## src/rtl/lms_pkg.sv

```systemverilog
package lms_pkg;
  localparam int SW   = 16;        // sample and coefficient width
  localparam int FRAC = SW - 1;    // Q1.15 fraction bits
  localparam longint SMAX = (longint'(1) << (SW - 1)) - 1;
  localparam longint SMIN = -(longint'(1) << (SW - 1));

  typedef logic signed [SW-1:0] smp_t;

  typedef enum logic [1:0] {ST_IDLE, ST_MAC, ST_ERR, ST_UPD} lms_state_e;

  // clamp a wide signed value into the sample range
  function automatic smp_t sat_w(input longint v);
    if (v > SMAX) return smp_t'(SMAX);
    else if (v < SMIN) return smp_t'(SMIN);
    else return smp_t'(v);
  endfunction
endpackage

```

## src/rtl/lms_history.sv

```systemverilog
module lms_history #(
  parameter int DEPTH = 47,
  localparam int IW = $clog2(DEPTH)
) (
  input  logic              clk,
  input  logic              rst,
  input  logic              clr,
  input  logic              shift_en,
  input  lms_pkg::smp_t     din,
  input  logic [IW-1:0]     rd_idx,
  output lms_pkg::smp_t     rd_data
);
  lms_pkg::smp_t line [DEPTH];

  always_ff @(posedge clk) begin
    if (rst || clr) begin
      for (int i = 0; i < DEPTH; i++) line[i] <= '0;
    end else if (shift_en) begin
      line[0] <= din;
      for (int i = 1; i < DEPTH; i++) line[i] <= line[i-1];
    end
  end

  assign rd_data = (int'(rd_idx) < DEPTH) ? line[rd_idx] : '0;

  AST_SHIFT_IN: assert property (@(posedge clk) disable iff (rst)
    (shift_en && !clr) |=> (line[0] == $past(din)));
endmodule

```

## src/rtl/lms_coef_bank.sv

```systemverilog
module lms_coef_bank #(
  parameter int TAPS = 16,
  localparam int KW = $clog2(TAPS)
) (
  input  logic           clk,
  input  logic           rst,
  input  logic           clr,
  input  logic           wr_en,
  input  logic [KW-1:0]  wr_idx,
  input  lms_pkg::smp_t  wr_data,
  input  logic [KW-1:0]  rd_idx,
  output lms_pkg::smp_t  rd_data,
  input  logic [KW-1:0]  rb_idx,
  output lms_pkg::smp_t  rb_data
);
  lms_pkg::smp_t h [TAPS];
  logic [TAPS-1:0] nonzero;

  always_ff @(posedge clk) begin
    if (rst || clr) begin
      for (int i = 0; i < TAPS; i++) h[i] <= '0;
      rb_data <= '0;
    end else begin
      if (wr_en) h[wr_idx] <= wr_data;
      rb_data <= h[rb_idx];
    end
  end

  assign rd_data = h[rd_idx];

  for (genvar g = 0; g < TAPS; g++) begin : g_nz
    assign nonzero[g] = |h[g];
  end

  AST_WIPE_ZERO: assert property (@(posedge clk) disable iff (rst)
    clr |=> (nonzero == '0));
endmodule

```

## src/rtl/lms_predictor.sv

```systemverilog
module lms_predictor #(
  parameter int TAPS    = 16,
  parameter int MAX_DLY = 32,
  parameter int ACC_W   = 36,
  localparam int SW     = lms_pkg::SW,
  localparam int FRAC   = lms_pkg::FRAC,
  localparam int KW     = $clog2(TAPS),
  localparam int DW     = $clog2(MAX_DLY + 1),
  localparam int DEPTH  = MAX_DLY + TAPS - 1,
  localparam int HW     = $clog2(DEPTH),
  localparam int BUSY_MAX = 40
) (
  input  logic                 clk,
  input  logic                 rst,
  input  logic                 clr,
  input  logic [DW-1:0]        delay_sel,
  input  logic [3:0]           mu_shift,
  input  logic                 in_valid,
  output logic                 in_ready,
  input  logic signed [SW-1:0] in_data,
  output logic                 err_valid,
  output logic signed [SW-1:0] err_data,
  output logic signed [SW-1:0] pred_data,
  input  logic [KW-1:0]        coef_rd_idx,
  output logic signed [SW-1:0] coef_rd_data
);
  import lms_pkg::*;

  localparam logic signed [ACC_W-1:0] RND =
    {{(ACC_W-FRAC){1'b0}}, 1'b1, {(FRAC-1){1'b0}}};

  lms_state_e        state;
  logic [KW-1:0]     k;
  logic [DW-1:0]     dly_q;
  smp_t              d_q;
  logic signed [ACC_W-1:0] acc, acc_rnd, y_wide, prod_ext;
  logic signed [2*SW-1:0]  prod_mac, prod_upd, upd_sh;
  smp_t              tap, coef_cur, coef_new, y_sat, e_sat;
  logic [HW-1:0]     tap_idx;
  logic              last_k, accept;
  logic [DW-1:0]     dly_clamped;

  assign in_ready = (state == ST_IDLE);
  assign accept   = in_valid && in_ready;
  assign last_k   = (k == KW'(TAPS - 1));

  always_comb begin
    dly_clamped = delay_sel;
    if (delay_sel == '0) dly_clamped = DW'(1);
    else if (delay_sel > DW'(MAX_DLY)) dly_clamped = DW'(MAX_DLY);
  end

  assign tap_idx = HW'(dly_q) + HW'(k) - HW'(1);

  lms_history #(.DEPTH(DEPTH)) u_hist (
    .clk(clk), .rst(rst), .clr(clr),
    .shift_en(state == ST_UPD && last_k),
    .din(d_q), .rd_idx(tap_idx), .rd_data(tap)
  );

  lms_coef_bank #(.TAPS(TAPS)) u_coef (
    .clk(clk), .rst(rst), .clr(clr),
    .wr_en(state == ST_UPD), .wr_idx(k), .wr_data(coef_new),
    .rd_idx(k), .rd_data(coef_cur),
    .rb_idx(coef_rd_idx), .rb_data(coef_rd_data)
  );

  // filter product and accumulation
  assign prod_mac = coef_cur * tap;
  assign prod_ext = prod_mac;
  assign acc_rnd  = acc + RND;
  assign y_wide   = acc_rnd >>> FRAC;
  assign y_sat    = sat_w(longint'(y_wide));
  assign e_sat    = sat_w(longint'(d_q) - longint'(y_sat));

  // LMS correction, step size as a right shift
  assign prod_upd = err_data * tap;
  assign upd_sh   = prod_upd >>> (FRAC + int'(mu_shift));
  assign coef_new = sat_w(longint'(coef_cur) + longint'(upd_sh));

  always_ff @(posedge clk) begin
    if (rst || clr) begin
      state     <= ST_IDLE;
      k         <= '0;
      acc       <= '0;
      d_q       <= '0;
      dly_q     <= dly_clamped;
      err_valid <= 1'b0;
      err_data  <= '0;
      pred_data <= '0;
    end else begin
      err_valid <= 1'b0;
      unique case (state)
        ST_IDLE: if (accept) begin
          d_q   <= in_data;
          acc   <= '0;
          k     <= '0;
          state <= ST_MAC;
        end
        ST_MAC: begin
          acc <= acc + prod_ext;
          k   <= k + 1'b1;
          if (last_k) state <= ST_ERR;
        end
        ST_ERR: begin
          pred_data <= y_sat;
          err_data  <= e_sat;
          err_valid <= 1'b1;
          k         <= '0;
          state     <= ST_UPD;
        end
        ST_UPD: begin
          k <= k + 1'b1;
          if (last_k) state <= ST_IDLE;
        end
        default: state <= ST_IDLE;
      endcase
    end
  end

  // cycles spent since the last accept, for the throughput bound
  logic [$clog2(BUSY_MAX+8)-1:0] busy_cnt;
  always_ff @(posedge clk) begin
    if (rst || clr || state == ST_IDLE) busy_cnt <= '0;
    else busy_cnt <= busy_cnt + 1'b1;
  end

  AST_READY_DROP: assert property (@(posedge clk) disable iff (rst || clr)
    accept |=> !in_ready);
  AST_BUSY_BOUND: assert property (@(posedge clk) disable iff (rst)
    busy_cnt < BUSY_MAX);
  AST_ERR_PULSE: assert property (@(posedge clk) disable iff (rst)
    err_valid |=> !err_valid);
  AST_DELAY_HELD: assert property (@(posedge clk) disable iff (rst)
    !clr |=> $stable(dly_q));
  AST_ERR_AFTER_ACCEPT: assert property (@(posedge clk) disable iff (rst || clr)
    $rose(err_valid) |-> !in_ready);
endmodule

```

## config.mk

```make
export PLATFORM = sky130hd
export DESIGN_NAME = lms_predictor
export DESIGN_NICKNAME = d
export VERILOG_FILES = /design/src/rtl/lms_pkg.sv /design/src/rtl/lms_history.sv /design/src/rtl/lms_coef_bank.sv /design/src/rtl/lms_predictor.sv
export SDC_FILE = /design/constraint.sdc
export NUM_CORES = 2
export LEC_CHECK = 0
export ABC_CLOCK_PERIOD_IN_PS = 67600
export BUFFER_PORTS_ARGS = -buffer_cell sky130_fd_sc_hd__buf_4
export CAP_MARGIN = 10
export CORE_ASPECT_RATIO = 0.8
export CORE_MARGIN = 2
export CORE_UTILIZATION = 45
export CTS_BUF_LIST = sky130_fd_sc_hd__clkbuf_4 sky130_fd_sc_hd__clkbuf_8
export CTS_CLUSTER_DIAMETER = 30
export CTS_CLUSTER_SIZE = 28
export DETAILED_ROUTE_END_ITERATION = 12
export GPL_TIMING_DRIVEN = 0
export PLACE_DENSITY = 0.62
export SLEW_MARGIN = 15
export SYNTH_ARGS = -nofsm -noshare
export SYNTH_HDL_FRONTEND = slang
export SYNTH_SLANG_ARGS = --single-unit
```

## constraint.sdc

```tcl
create_clock -name clk -period 67.6 [get_ports clk]
set_input_delay 6.76 -clock clk [delete_from_list [all_inputs] [get_ports clk]]
set_output_delay 6.76 -clock clk [all_outputs]
set_load 0.1 [all_outputs]
```

# After elaboration in Yosys (flattened, before gate mapping)
# Memories as Yosys holds them, arrays and structs flattened. A register that Yosys moved wholly into a read port is not among the register bits.
# Index checks and enable logic that the tools add are counted.
# totals
regBits,97
word_cells,173
inputBits,34
out_inout_bits,50
ram_bits,1008
memories,2
# op_classes
add_sub_neg,8
reduce_logical,12
order_cmp,8
eq_ne,7
mux,77
multipliers,2
bitwise_logic,47
shifts,1
# mem_list
memory,depth,word_bits,read_ports,rd_ports_with_merged_regs,write_ports,line_no,rtl
u_hist.line,47,16,47,0,47,lms_history.sv:13,lms_pkg::smp_t line [DEPTH];
u_coef.h,16,16,2,2,16,lms_coef_bank.sv:16,lms_pkg::smp_t h [TAPS];
# op_table
op,count
16-bit two-way mux,55
36-bit one-hot mux with 2 select lines,1
16-bit by 16-bit multiplier with 32-bit output,2
1-bit OR,47
36-bit by 16-bit adder with 36-bit output (second input constant),1
36-bit by 32-bit adder with 36-bit output,1
36-bit two-way mux,1
16-bit by 32-bit adder with 33-bit output,1
33-bit by 16-bit greater-than comparator with 1-bit output (second input constant),1
33-bit by 16-bit less-than comparator with 1-bit output (second input constant),1
32-bit by 5-bit >>> shifter with 32-bit output,1
21-bit by 16-bit greater-than comparator with 1-bit output (second input constant),1
21-bit by 16-bit less-than comparator with 1-bit output (second input constant),1
17-bit by 16-bit greater-than comparator with 1-bit output (second input constant),1
17-bit by 16-bit less-than comparator with 1-bit output (second input constant),1
16-bit by 16-bit subtractor with 17-bit output,1
4-bit two-way mux,4
16-bit OR reduction,1
4-bit one-hot mux with 3 select lines,1
1-bit two-way mux,10
2-bit one-hot mux with 4 select lines,1
6-bit by 4-bit adder with 6-bit output,1
6-bit greater-than comparator (second input constant),1
6-bit zero test,1
other kinds (18),25

# Logic depth before layout (Yosys ltp)
# depth
depth_word,11
depth_mapped,57
ltp_nobuf,53

# Hierarchy
# Synthesis repeated with hierarchy kept, for this count alone.
# unflattened
cells_unflattened,6591
hier_area_um2,78540.3
# by_module_without_submodules
module,seq_area_each_um2,area_each_um2,cells_per_inst,n_inst
lms_history,22581.7,34169.0,2168,1
lms_predictor,2001.9,30195.2,3506,1
lms_coef_bank,8007.7,14176.1,917,1

# Worst setup path before layout
# OpenSTA, ideal clock, no wires.
# synth_path
path_type,reg-to-reg
from,register state[0]
to,"memory u_hist.line[0][0] (netlist bit), enable pin"
required_time_ps,64687
setup_slack_ps,11576
arrival_time_ps,53111
period_less_slack_ps,56024
setup_ps,2913
path_buffers,1
stages_incl_launch_ff,5
cell_sequence,dfxtp_1 > ha_1 > clkbuf_1 > nand2_1 > o21ai_0
# synth_rtl
item,line_no,rtl
from (decl),lms_predictor.sv:32,lms_state_e state;
from (signal assigned),lms_predictor.sv:83,state <= ST_IDLE;
from (signal assigned),lms_predictor.sv:98,state <= ST_MAC;
from (signal assigned),lms_predictor.sv:103,if (last_k) state <= ST_ERR;
to (decl),lms_history.sv:13,

==> results.py <==
metrics = {
    "cts": {
        "holdBufCountCts": 0,
        "post_cts_resized": 0,
        "clk_latency_ps": 960,
        "postCtsSetupBuffers": 0,
        "ctsHtreeMaxLevel": 4,
        "ctsLongestPathBuffers": 3,
        "clk_pin_slew_ps": 60,
        "cts_made_buffers": 222,
        "numClockSinks": 1125,
        "clockRootBuffer": "clkbuf_8",
        "cts_tree": "built",
    },
    "global_routing": {
        "grt_start_max_net_pins": 28,
        "grt_pass1_wl_mm": 355,
        "antenna_found_initial": 18,
        "grt.total_usage_pct": 27.5,
        "grt_pass1_vias": 52836,
        "grt.overflow.total": 0,
    },
    "timing": {
        "tightest_slew_ps": 1400,
        "finalHoldViolCount": 0,
        "worst_slack_ps": 47670,
        "skew_ps": 75.5,
        "tns_ps": 0,
        "rsz0062_at_grt": "false",
        "max-slew-margin-rel_pct": 6.87,
        "fin_crit_ps": 19930,
        "fin_crit_sh_pct": 29.5,
        "finalSetupViolCount": 0,
        "clock.fmax_mhz": 50.2,
        "slew_violations": 0,
        "whs_ps": 463,
    },
    "synth": {
        "synth_seq_cells": 1125,
        "ys.flop_type": "edfxtp_1",
        "ys_types": 88,
        "syn_inst": 6337,
        "synth_edf_count": 1014,
        "syn_avg_cell_area_um2": 12.2,
        "synth_area_leaders": "edfxtp_1 (39%), fa_1 (15%), mux4_2 (11%)",
        "synth_seq_area_share_pct": 42.2,
        "ys_warn_count": 0,
        "ys_async_sr_fraction_pct": 0,
        "synth_top_area_share_pct": 39.3,
        "synth_top_area_cell": "edfxtp_1",
        "syn_area_um2": 77400,
        "syn-num-nets": 7205,
    },
    "critical_path": {
        "crit_fanout": 10,
        "critPathArrivalTime_ps": 20670,
        "critPathKind": "register to register",
        "endpoint_kind": "register",
        "start_kind": "register",
        "crit_slowest_cell": "buf_1",
        "reg2regPathDepth": 49,
        "path_common_cell": "fa_1",
        "critPathMaxStageDelay_ps": 1000,
        "crit_required_ps": 68340,
    },
    "placement": {
        "place.gp.congestion": 0.921,
        "dp_hpwl_mm": 185,
        "place_ws_ps": 48430,
        "io_buffers": 77,
        "place_area_um2": 81800,
    },
    "power_and_ir_drop": {
        "powerDensity_nw_per_um2": 35.0,
        "max-vdd-ir-drop_mv": 0.0355,
        "leakage_uw": 0.0346,
    },
    "worst_hold_path": {
        "hold_class": "register to register",
        "worstHoldPathCells": 2,
    },
    "floorplanning": {
        "die_y_um": 375,
        "num_rows": 136,
        "core-area_um2": 171000,
        "initial_utilization_pct": 45.2,
        "die_area_um2": 175000,
        "io_pins": 84,
        "die_width_um": 468,
    },
    "drt": {
        "routed_wl_mm": 239,
        "post-route-drc-count": 0,
        "firstDrtPassIters": 6,
        "drt-initial-drc-count": 7094,
        "postRouteAntennaNets": 0,
        "viasPerCell": 5.91,
        "wire_per_inst_um": 26.1,
        "vias": 54128,
    },
    "finish": {
        "layout.cells.most_common_list": "edfxtp_1 (1,014), and2_1 (942), inv_1 (658), fa_1 (580), nand2_1 (409)",
        "final_util_pct": 50.7,
        "drive_above_1_share_pct": 14.8,
        "fillers": 14985,
        "area_growth_pct": 12.3,
        "fin_area_um2": 86900,
        "final_nets": 7548,
        "final_common_cell": "edfxtp_1",
    },
    "run": {
        "drv_cap": 0,
    },
    "run_status": {
        "status": "finished clean",
    },
}
layer usage:
metal / vias up / part of all wire [%] / track usage [%]
met5: - / 0.12 / 0.799
met4: 14 / 3.0 / 8.37
met3: 340 / 11 / 6.43
met2: 2994 / 41 / 37.4
met1: 27944 / 44 / 43.1
li1: 22836 / - / -
final cells by class:
cell class / count / area, µm² / area share [%]
Multi-Input combinational cell: 4143 / 40700 / 46.8
Sequential cell: 1125 / 32700 / 37.6
Clock buffer: 256 / 3330 / 3.83
Tap cell: 2277 / 2850 / 3.28
Inverter: 662 / 2480 / 2.86
Clock inverter: 163 / 1740 / 2.00
Buffer: 407 / 1610 / 1.85
Timing Repair Buffer: 119 / 1520 / 1.74
Antenna cell: 3 / 7.51 / 0.00864
stage by stage:
stage          total power (µW)  instances
2_1_floorplan              1850       6337
3_3_place_gp               2280       8691
3_5_place_dp               2240       8733
4_1_cts                    3020       9152
5_1_grt                    3220       9154
6_report                   3040       9155
synthesized netlist by cell type (all sizes together), types with 17 or more instances:
cell    number
nand2b      40
nor2       289
mux4       389
o211ai      23
buf         78
inv        660
nand3       61
and2       942
nor3       199
ha         254
o21ai      118
nor2b       58
mux2i       55
a22oi       31
o21a        33
edfxtp    1014
xor2        49
dfxtp      111
nand4       22
o21bai      17
a21o        42
clkbuf     329
nand2      409
a31oi       18
a211oi      42
xnor2       80
nor4        42
fa         580
a21oi      174
power breakdown:
part / switching (µW) / internal, µW
logic: 934 / 518
registers: 20.9 / 792
clock network: 350 / 430
sequential cells by signal, summed over array words and instances, names as in the netlist, 2 cells and up, named ones only:
register and count:
d_q 16, state 2, u_coef.rb_data 16, u_hist.line 752, dly_q 6, pred_data 16
u_coef.h 256, k 4, acc 36, err_data 16
final timing paths:
check | to | start | slack (ps)
worst min-delay path | d_q[0] | d_q[0] | 460
worst max-delay path | u_coef.h[4][6] | k[1] | 47670
worst min register to register | d_q[0] | d_q[0] | 460
worst max register to register | u_coef.h[4][6] | k[1] | 47670
critical path: cells and delay by family, from the launching register on:
kind / cells / cell delay, ps
buf+inv: 12 / 4830
compound gates: 15 / 6400
flops: 1 / 370
mux: 2 / 820
fa+ha+maj: 12 / 5180
xor+xnor: 1 / 330
simple gates: 7 / 1710
logic make-up (layout without fill, tap and decap cells):
| group | count (synthesis) | count (layout) | share of synthesized area [%] |
|---|---|---|---|
| compound gates | 605 | 605 | 5.13 |
| fa+ha+maj | 849 | 849 | 19.3 |
| buf+inv | 1069 | 1607 | 5.26 |
| simple gates | 2111 | 2111 | 14.6 |
| xor+xnor | 129 | 129 | 1.46 |
| flops | 1125 | 1125 | 42.2 |
| mux | 449 | 449 | 12.1 |
| other cells | 0 | 3 | 0 |
Note: power is estimated with default switching activity, not from simulation.
